<file path="src/rtl/upd_cache_pkg.sv">
package upd_cache_pkg;
  typedef enum logic [1:0] {
    CMD_NONE  = 2'd0,
    CMD_READ  = 2'd1,
    CMD_WTHRU = 2'd2,
    CMD_FLUSH = 2'd3
  } bus_cmd_e;

  typedef enum logic [2:0] {
    ST_IDLE,
    ST_FLUSH,
    ST_FILL,
    ST_WTHRU,
    ST_DONE
  } ctl_state_e;
endpackage

</file>
<file path="src/rtl/upd_line_store.sv">
module upd_line_store #(
  parameter int SETS   = 2,
  parameter int IDX_W  = 1,
  parameter int TAG_W  = 1,
  parameter int DATA_W = 8
) (
  input  logic              clk_i,
  input  logic              rst_ni,
  input  logic              we_i,
  input  logic [IDX_W-1:0]  widx_i,
  input  logic              wval_i,
  input  logic [TAG_W-1:0]  wtag_i,
  input  logic              wshd_i,
  input  logic              wdty_i,
  input  logic [DATA_W-1:0] wdata_i,
  input  logic [IDX_W-1:0]  aidx_i,
  output logic              a_val_o,
  output logic [TAG_W-1:0]  a_tag_o,
  output logic              a_shd_o,
  output logic              a_dty_o,
  output logic [DATA_W-1:0] a_data_o,
  input  logic [IDX_W-1:0]  bidx_i,
  output logic              b_val_o,
  output logic [TAG_W-1:0]  b_tag_o,
  output logic              b_shd_o,
  output logic              b_dty_o,
  output logic [DATA_W-1:0] b_data_o
);
  logic [SETS-1:0]   vld_q, shd_q, dty_q;
  logic [TAG_W-1:0]  tag_q  [SETS];
  logic [DATA_W-1:0] data_q [SETS];

  for (genvar s = 0; s < SETS; s++) begin : g_set
    logic sel;
    assign sel = we_i && (widx_i == IDX_W'(s));

    always_ff @(posedge clk_i or negedge rst_ni) begin
      if (!rst_ni) begin
        vld_q[s] <= 1'b0;
        shd_q[s] <= 1'b0;
        dty_q[s] <= 1'b0;
      end else if (sel) begin
        vld_q[s] <= wval_i;
        shd_q[s] <= wshd_i;
        dty_q[s] <= wdty_i;
      end
    end

    always_ff @(posedge clk_i) begin
      if (sel) begin
        tag_q[s]  <= wtag_i;
        data_q[s] <= wdata_i;
      end
    end
  end

  assign a_val_o  = vld_q[aidx_i];
  assign a_tag_o  = tag_q[aidx_i];
  assign a_shd_o  = shd_q[aidx_i];
  assign a_dty_o  = dty_q[aidx_i];
  assign a_data_o = data_q[aidx_i];

  assign b_val_o  = vld_q[bidx_i];
  assign b_tag_o  = tag_q[bidx_i];
  assign b_shd_o  = shd_q[bidx_i];
  assign b_dty_o  = dty_q[bidx_i];
  assign b_data_o = data_q[bidx_i];
endmodule

</file>
<file path="src/rtl/upd_snoop_unit.sv">
module upd_snoop_unit
  import upd_cache_pkg::*;
#(
  parameter int TAG_W  = 1,
  parameter int DATA_W = 8
) (
  input  logic              foreign_i,
  input  logic [1:0]        cmd_i,
  input  logic [TAG_W-1:0]  tag_i,
  input  logic [DATA_W-1:0] data_i,
  input  logic              l_val_i,
  input  logic [TAG_W-1:0]  l_tag_i,
  input  logic              l_dty_i,
  input  logic [DATA_W-1:0] l_data_i,
  output logic              shared_o,
  output logic              supply_o,
  output logic [DATA_W-1:0] sdata_o,
  output logic              upd_we_o,
  output logic              upd_dty_o,
  output logic [DATA_W-1:0] upd_data_o
);
  bus_cmd_e cmd;
  logic     hit;

  assign cmd      = bus_cmd_e'(cmd_i);
  assign hit      = foreign_i && l_val_i && (l_tag_i == tag_i);
  assign shared_o = hit;
  assign supply_o = hit && (cmd == CMD_READ) && l_dty_i;
  assign sdata_o  = l_data_i;

  // every snooped hit leaves the line shared; only reads keep dirtiness
  always_comb begin
    upd_we_o   = hit;
    upd_dty_o  = 1'b0;
    upd_data_o = l_data_i;
    case (cmd)
      CMD_READ:  upd_dty_o  = l_dty_i;
      CMD_WTHRU: upd_data_o = data_i;
      default:   upd_dty_o  = 1'b0;
    endcase
  end
endmodule

</file>
<file path="src/rtl/upd_ctrl_fsm.sv">
module upd_ctrl_fsm
  import upd_cache_pkg::*;
#(
  parameter int ADDR_W = 2,
  parameter int IDX_W  = 1,
  parameter int TAG_W  = 1,
  parameter int DATA_W = 8
) (
  input  logic              clk_i,
  input  logic              rst_ni,
  input  logic              req_i,
  input  logic              we_i,
  input  logic [ADDR_W-1:0] addr_i,
  input  logic [DATA_W-1:0] wdata_i,
  output logic              done_o,
  output logic [DATA_W-1:0] rdata_o,
  output logic              breq_o,
  output logic [1:0]        cmd_o,
  output logic [ADDR_W-1:0] baddr_o,
  output logic [DATA_W-1:0] bwdata_o,
  input  logic              bgnt_i,
  input  logic              foreign_i,
  input  logic              shared_i,
  input  logic              supply_i,
  input  logic [DATA_W-1:0] bdata_i,
  output logic [IDX_W-1:0]  lidx_o,
  input  logic              l_val_i,
  input  logic [TAG_W-1:0]  l_tag_i,
  input  logic              l_shd_i,
  input  logic              l_dty_i,
  input  logic [DATA_W-1:0] l_data_i,
  output logic              lwe_o,
  output logic [TAG_W-1:0]  ltag_o,
  output logic              lshd_o,
  output logic              ldty_o,
  output logic [DATA_W-1:0] ldata_o
);
  ctl_state_e        state_q, state_d;
  logic [ADDR_W-1:0] r_addr_q, cur_addr;
  logic              r_we_q;
  logic [DATA_W-1:0] r_wdata_q, rdata_q, rdata_d;
  logic              cap, hit;
  logic [TAG_W-1:0]  cur_tag;

  assign cur_addr = (state_q == ST_IDLE) ? addr_i : r_addr_q;
  assign lidx_o   = cur_addr[IDX_W-1:0];
  assign cur_tag  = cur_addr[ADDR_W-1:IDX_W];
  assign hit      = l_val_i && (l_tag_i == cur_tag);
  assign ltag_o   = cur_tag;

  always_comb begin
    state_d  = state_q;
    cap      = 1'b0;
    rdata_d  = rdata_q;
    done_o   = 1'b0;
    breq_o   = 1'b0;
    cmd_o    = CMD_NONE;
    baddr_o  = r_addr_q;
    bwdata_o = r_wdata_q;
    lwe_o    = 1'b0;
    lshd_o   = 1'b0;
    ldty_o   = 1'b0;
    ldata_o  = r_wdata_q;
    case (state_q)
      ST_IDLE: begin
        // hold off while another cache's transaction may touch the array
        if (req_i && !foreign_i) begin
          cap = 1'b1;
          if (hit) begin
            if (!we_i) begin
              rdata_d = l_data_i;
              state_d = ST_DONE;
            end else if (!l_shd_i) begin
              lwe_o   = 1'b1;
              ldty_o  = 1'b1;
              ldata_o = wdata_i;
              state_d = ST_DONE;
            end else begin
              state_d = ST_WTHRU;
            end
          end else begin
            state_d = (l_val_i && l_dty_i) ? ST_FLUSH : ST_FILL;
          end
        end
      end
      ST_FLUSH: begin
        breq_o   = 1'b1;
        cmd_o    = CMD_FLUSH;
        baddr_o  = {l_tag_i, lidx_o};
        bwdata_o = l_data_i;
        if (bgnt_i) begin
          lwe_o   = 1'b1;
          lshd_o  = l_shd_i;
          ldata_o = l_data_i;
          state_d = ST_FILL;
        end
      end
      ST_FILL: begin
        breq_o = 1'b1;
        cmd_o  = CMD_READ;
        if (bgnt_i) begin
          lwe_o = 1'b1;
          if (r_we_q && !shared_i) begin
            ldty_o  = 1'b1;
            state_d = ST_DONE;
          end else begin
            lshd_o  = shared_i;
            ldty_o  = supply_i;
            ldata_o = bdata_i;
            rdata_d = bdata_i;
            state_d = r_we_q ? ST_WTHRU : ST_DONE;
          end
        end
      end
      ST_WTHRU: begin
        breq_o = 1'b1;
        cmd_o  = CMD_WTHRU;
        if (bgnt_i) begin
          lwe_o   = 1'b1;
          lshd_o  = shared_i;
          state_d = ST_DONE;
        end
      end
      ST_DONE: begin
        done_o  = 1'b1;
        state_d = ST_IDLE;
      end
      default: state_d = ST_IDLE;
    endcase
  end

  always_ff @(posedge clk_i or negedge rst_ni) begin
    if (!rst_ni) begin
      state_q   <= ST_IDLE;
      r_addr_q  <= '0;
      r_we_q    <= 1'b0;
      r_wdata_q <= '0;
      rdata_q   <= '0;
    end else begin
      state_q <= state_d;
      rdata_q <= rdata_d;
      if (cap) begin
        r_addr_q  <= addr_i;
        r_we_q    <= we_i;
        r_wdata_q <= wdata_i;
      end
    end
  end

  assign rdata_o = rdata_q;
endmodule

</file>
<file path="src/rtl/upd_snoop_cache.sv">
module upd_snoop_cache #(
  parameter int ADDR_W = 2,
  parameter int IDX_W  = 1,
  parameter int DATA_W = 8
) (
  input  logic              clk_i,
  input  logic              rst_ni,
  input  logic              cpu_req_i,
  input  logic              cpu_we_i,
  input  logic [ADDR_W-1:0] cpu_addr_i,
  input  logic [DATA_W-1:0] cpu_wdata_i,
  output logic              cpu_done_o,
  output logic [DATA_W-1:0] cpu_rdata_o,
  output logic              bus_req_o,
  input  logic              bus_gnt_i,
  output logic [1:0]        bus_cmd_o,
  output logic [ADDR_W-1:0] bus_addr_o,
  output logic [DATA_W-1:0] bus_wdata_o,
  input  logic              bus_valid_i,
  input  logic [1:0]        bus_cmd_i,
  input  logic [ADDR_W-1:0] bus_addr_i,
  input  logic [DATA_W-1:0] bus_data_i,
  input  logic              bus_shared_i,
  input  logic              bus_supply_i,
  output logic              snp_shared_o,
  output logic              snp_supply_o,
  output logic [DATA_W-1:0] snp_data_o
);
  localparam int SETS  = 1 << IDX_W;
  localparam int TAG_W = ADDR_W - IDX_W;

  logic              foreign;
  logic [IDX_W-1:0]  c_idx, s_idx;
  logic              c_val, c_shd, c_dty, s_val, s_shd, s_dty;
  logic [TAG_W-1:0]  c_tag, s_tag, ctl_tag;
  logic [DATA_W-1:0] c_data, s_data, ctl_data, snp_udata;
  logic              ctl_we, ctl_shd, ctl_dty, snp_we, snp_udty;
  logic              w_en, w_shd, w_dty;
  logic [IDX_W-1:0]  w_idx;
  logic [TAG_W-1:0]  w_tag;
  logic [DATA_W-1:0] w_data;

  assign foreign = bus_valid_i && !bus_gnt_i;
  assign s_idx   = bus_addr_i[IDX_W-1:0];

  upd_ctrl_fsm #(.ADDR_W(ADDR_W), .IDX_W(IDX_W), .TAG_W(TAG_W), .DATA_W(DATA_W)) u_ctl (
    .clk_i, .rst_ni,
    .req_i(cpu_req_i), .we_i(cpu_we_i), .addr_i(cpu_addr_i), .wdata_i(cpu_wdata_i),
    .done_o(cpu_done_o), .rdata_o(cpu_rdata_o),
    .breq_o(bus_req_o), .cmd_o(bus_cmd_o), .baddr_o(bus_addr_o), .bwdata_o(bus_wdata_o),
    .bgnt_i(bus_gnt_i), .foreign_i(foreign), .shared_i(bus_shared_i),
    .supply_i(bus_supply_i), .bdata_i(bus_data_i),
    .lidx_o(c_idx), .l_val_i(c_val), .l_tag_i(c_tag), .l_shd_i(c_shd),
    .l_dty_i(c_dty), .l_data_i(c_data),
    .lwe_o(ctl_we), .ltag_o(ctl_tag), .lshd_o(ctl_shd), .ldty_o(ctl_dty), .ldata_o(ctl_data)
  );

  upd_snoop_unit #(.TAG_W(TAG_W), .DATA_W(DATA_W)) u_snp (
    .foreign_i(foreign), .cmd_i(bus_cmd_i), .tag_i(bus_addr_i[ADDR_W-1:IDX_W]),
    .data_i(bus_data_i), .l_val_i(s_val), .l_tag_i(s_tag), .l_dty_i(s_dty),
    .l_data_i(s_data), .shared_o(snp_shared_o), .supply_o(snp_supply_o),
    .sdata_o(snp_data_o), .upd_we_o(snp_we), .upd_dty_o(snp_udty), .upd_data_o(snp_udata)
  );

  // controller writes only in cycles without a foreign transaction: ports never collide
  always_comb begin
    if (snp_we) begin
      w_en = 1'b1; w_idx = s_idx; w_tag = s_tag;
      w_shd = 1'b1; w_dty = snp_udty; w_data = snp_udata;
    end else begin
      w_en = ctl_we; w_idx = c_idx; w_tag = ctl_tag;
      w_shd = ctl_shd; w_dty = ctl_dty; w_data = ctl_data;
    end
  end

  upd_line_store #(.SETS(SETS), .IDX_W(IDX_W), .TAG_W(TAG_W), .DATA_W(DATA_W)) u_store (
    .clk_i, .rst_ni,
    .we_i(w_en), .widx_i(w_idx), .wval_i(1'b1), .wtag_i(w_tag),
    .wshd_i(w_shd), .wdty_i(w_dty), .wdata_i(w_data),
    .aidx_i(c_idx), .a_val_o(c_val), .a_tag_o(c_tag), .a_shd_o(c_shd),
    .a_dty_o(c_dty), .a_data_o(c_data),
    .bidx_i(s_idx), .b_val_o(s_val), .b_tag_o(s_tag), .b_shd_o(s_shd),
    .b_dty_o(s_dty), .b_data_o(s_data)
  );

  logic unused_ok;
  assign unused_ok = s_shd;
endmodule

</file>
<file path="config.mk">
export PLATFORM = sky130hd
export DESIGN_NAME = upd_snoop_cache
export DESIGN_NICKNAME = d
export VERILOG_FILES = /design/src/rtl/upd_cache_pkg.sv /design/src/rtl/upd_line_store.sv /design/src/rtl/upd_snoop_unit.sv /design/src/rtl/upd_ctrl_fsm.sv /design/src/rtl/upd_snoop_cache.sv
export SDC_FILE = /design/constraint.sdc
export NUM_CORES = 1
export LEC_CHECK = 0
export BUFFER_PORTS_ARGS = -buffer_cell sky130_fd_sc_hd__buf_4
export CORE_AREA = 2 2 83 85
export DETAILED_ROUTE_END_ITERATION = 10
export DIE_AREA = 0 0 85 87
export PLACE_DENSITY = 0.72
export SYNTH_ARGS = -nofsm -noshare
export SYNTH_HDL_FRONTEND = slang
export SYNTH_SLANG_ARGS = --single-unit
</file>
<file path="constraint.sdc">
create_clock -name clk_i -period 2.45 [get_ports clk_i]
set_input_delay 0.1225 -clock clk_i [delete_from_list [all_inputs] [get_ports clk_i]]
set_output_delay 0.1225 -clock clk_i [all_outputs]
set_load 0.05 [all_outputs]
</file>
==> reports/summary.txt <==
number of antenna diodes -> 0
share of synthesized area spent on multiplexers -> 11.3%
standard cell core area -> 6570 sq um
top cells by area, synth -> sky130_fd_sc_hd__dfrtp_1, sky130_fd_sc_hd__edfxtp_1, sky130_fd_sc_hd__nor2_1
vertical die dimension -> 87 microns
Worst setup SP type -> register
setup repair after global routing missed its margin -> true
Avg Vias per Cell -> 5.89
register cell area after layout -> 1240 sq um
Clk pwr share -> 7.2%
H-tree depth reported by CTS -> 2
placed wire-length estimate after detailed placement -> 6730 microns
share of power burned in registers -> 24.5%
switching component of the power -> 3190 uW
Peak Freq -> 415 MHz
predominant post-synthesis flop cell -> sky130_fd_sc_hd__dfrtp_1
category of the critical setup timing path -> reg -> reg
clock tree from TritonCTS -> done
slowest stage delay, CP -> 0.63 ns
EDFF count, synth -> 18
wire length of the first global-routing pass -> 13600 microns
power density normalized to cell area -> 1590 nW/um^2
largest area contributor in the netlist -> sky130_fd_sc_hd__dfrtp_1
Net Sw Frac -> 49.8%
GR peak layer -> met2
CTS root buf -> sky130_fd_sc_hd__clkbuf_8
clock buffers created by TritonCTS -> 5
CP max FO -> 9
register bit count reported by yosys -> 46
number of remaining DRC errors -> 0
post-detailed-route wirelength per cell -> 17.2 microns
maximum vdd drop -> 912 uV
relative max-transition margin -> 65.6%
Post-synth ARST share -> 60.9%
worst-case clock skew -> 0.00469 ns
effective utilization at floorplan -> 47.8%
final critical-path share of the clock period -> 98.3%
antenna violations before repair -> 0
Post-Route Setup TNS -> 0 ns
clock tree buffer depth -> 2
Mapped Cells -> 348
CP Data Required Time -> 2.47 ns
area enclosed by the die boundary -> 7400 sq um
top-level port count -> 62
routed via count -> 2993
count of final max-slew check failures -> 0
die extent in x -> 85 microns
Port Buf Inserts -> 61
worst min-delay path category -> in -> reg
post-route minimum period -> 2.41 ns
highest-count cells in the layout ignoring fill and taps -> sky130_fd_sc_hd__buf_4, sky130_fd_sc_hd__nor2_1, sky130_fd_sc_hd__nand2_1
number of hold-slack violations in the final timing report -> 0
top cell family by delay on the critical path -> simple AND/OR/NAND/NOR gates
fraction of layout instances using a drive strength above 1 -> 35.0%
Cell Count Post-Placement -> 496
Skew-Pair Late Insertion Delay -> 0.30 ns
internal power summed over all cells -> 3210 uW
unique cell type count in the Yosys netlist -> 57
total nets after synthesis -> 378
final setup fails -> 0
largest net degree at the start of global routing -> 29
met3 global-route usage -> 2.65%
xor/xnor share of the synthesized area -> 1.12%
# rows -> 30
area taken by multi-input logic gates -> 1880 sq um
number of clock sinks seen by CTS -> 46
run status -> complete, no violations
most common cell after layout, fill and taps aside -> sky130_fd_sc_hd__buf_4
number of inserted filler cells in the final layout -> 548
buffering stage count on the worst path with inverters included -> 1
compound-gate portion of the synthesized area -> 19.5%
Initial DRC Count -> 316
Yosys Warn Count -> 0
proportion of synthesized chip area in sequential cells -> 39.6%
number of antenna-violating nets in the routed design -> 0
final estimated routing congestion in global placement -> 0.935
area fraction in and, or, nand and nor cells after synthesis -> 24.1%
critical path data arrival time -> 2.43 ns
global routing usage on met2 -> 35.4%
Setup crit end kind -> register
main combinational cell family by area after synthesis -> simple AND/OR/NAND/NOR gates
area share of the largest cell type after synthesis -> 22.3%
cell at the slowest stage of the critical path -> sky130_fd_sc_hd__or4b_4
leakage power -> 0.00178 uW
global-route met1 utilization -> 35.2%
combinational share of power -> 68.3%
post-layout net count -> 457
synthesis-to-layout area growth -> 28.6%
Worst-Margin Slew -> 0.517 ns
average cell area after synthesis -> 9.01 sq um
Clk pin slew, worst setup/hold paths -> 0.08 ns
synthesized cell area -> 3140 sq um
1st-pass router iterations -> 5
remaining global-route overflow -> 0
CP cell instances -> or4b_4 -> nand2_4 -> o32ai_1 -> a221o_1 -> a21oi_4 -> buf_12
share of synthesized cell area in full adder, half adder and majority cells -> 0%
GR Util All Layers -> 23.1%
via count of the first global-routing pass -> 2618
total wire length -> 8760 microns
non-filler instance count after layout -> 508
max_cap viols -> 0
logic make-up after synthesis:
| group | after synthesis |
|---|---|
| buffers and inverters | 24 |
| AOI/OAI and AO/OA | 77 |
| DFF | 46 |
| and+or+nand+nor | 164 |
| muxes | 33 |
| xor gates and xnor gates | 4 |
power groups by stage:
stage          Sequential, uW  Clock (uW)  Combinational [uW]
3_5_place_dp             1530           0                4070
4_1_cts                  1520         466                4130
3_3_place_gp             1510           0                4020
5_1_grt                  1610         501                4670
6_report                 1560         462                4370
2_1_floorplan            1700           0                2680
metrics by stage:
step	cell area (sq um)	util (%)	setup WS, ns	total power (uW)	hold WS [ns]
floorplan	3150	-	0.0820	4380	-0.173
global placement	3810	58.0	-0.0171	5530	0.0679
detailed placement	3810	58.0	-0.0150	5600	0.0663
CTS	3930	59.8	0.0423	6120	0.0363
global route	4030	61.4	-0.0894	6780	0.0375
finish	4030	61.4	0.0408	6400	0.0346
registers in the layout, indices dropped and copies added, names as in the netlist, 2 cells and up:
register,cells
u_store.dty_q,2
u_ctl.state_q,3
u_ctl.r_addr_q,2
u_store.tag_q,2
u_ctl.rdata_o,8
u_store.vld_q,2
u_store.shd_q,2
u_ctl.r_wdata_q,8
u_store.data_q,16
timing repair:
| item | in CTS | in global routing |
|---|---|---|
| hold buffers | 1 | 0 |
| setup buffers | 0 | 2 |
| cloned | 0 | 1 |
| endpoints found under the setup margin | 4 | 23 |
| pin swaps | 0 | 2 |
| resized for setup | 4 | 19 |
| endpoints found under the hold margin | 28 | 0 |
cell usage after synthesis (4+ instances only):
cell and n:
sky130_fd_sc_hd__inv_1 4, sky130_fd_sc_hd__o21a_1 8, sky130_fd_sc_hd__nor2_1 63, sky130_fd_sc_hd__mux2i_1 20, sky130_fd_sc_hd__mux2_2 11, sky130_fd_sc_hd__a2111oi_0 8, sky130_fd_sc_hd__o2bb2ai_1 8, sky130_fd_sc_hd__clkbuf_1 9
sky130_fd_sc_hd__a21oi_1 16, sky130_fd_sc_hd__nand2_1 54, sky130_fd_sc_hd__edfxtp_1 18, sky130_fd_sc_hd__dfrtp_1 28, sky130_fd_sc_hd__nand3_1 14, sky130_fd_sc_hd__a31oi_1 10, sky130_fd_sc_hd__nand2b_1 5, sky130_fd_sc_hd__or2_2 4
layer usage:
layer,part of all wire [%],up-vias
met5,0,-
met4,0.86,0
met3,7.1,11
met2,45,148
met1,47,1430
li1,-,1404
final cells by class:
cell class | count | area share (%)
flip-flops and latches | 46 | 30.8
clock buffers | 6 | 1.89
well taps | 80 | 2.48
inverters | 4 | 0.372
multi-input cells | 279 | 46.5
repair buffers | 91 | 17.6
clock inverters | 2 | 0.341
final timing paths:
| check | startpoint | to | slack (ns) | cells past startpoint |
|---|---|---|---|---|
| max in group asynchronous | rst_ni | u_ctl.r_we_q | 1.89 | 2 |
| min reg2reg | u_ctl.rdata_o[3] | u_ctl.rdata_o[3] | 0.50 | 1 |
| min in group asynchronous | rst_ni | u_ctl.r_addr_q[1] | 0.28 | 2 |
| min | cpu_wdata_i[1] | u_ctl.r_wdata_q[1] | 0.03 | 3 |
| max reg2reg | u_ctl.state_q[1] | u_store.data_q[1][4] | 0.04 | 6 |
| max | u_ctl.state_q[1] | u_store.data_q[1][4] | 0.04 | 6 |
worst min-delay path, delay by kind of cell:
kind / cells / cell delay, ns
buffers and inverters: 1 / 0.09
and+or+nand+nor: 2 / 0.08
(Power assumes the default switching activity.)
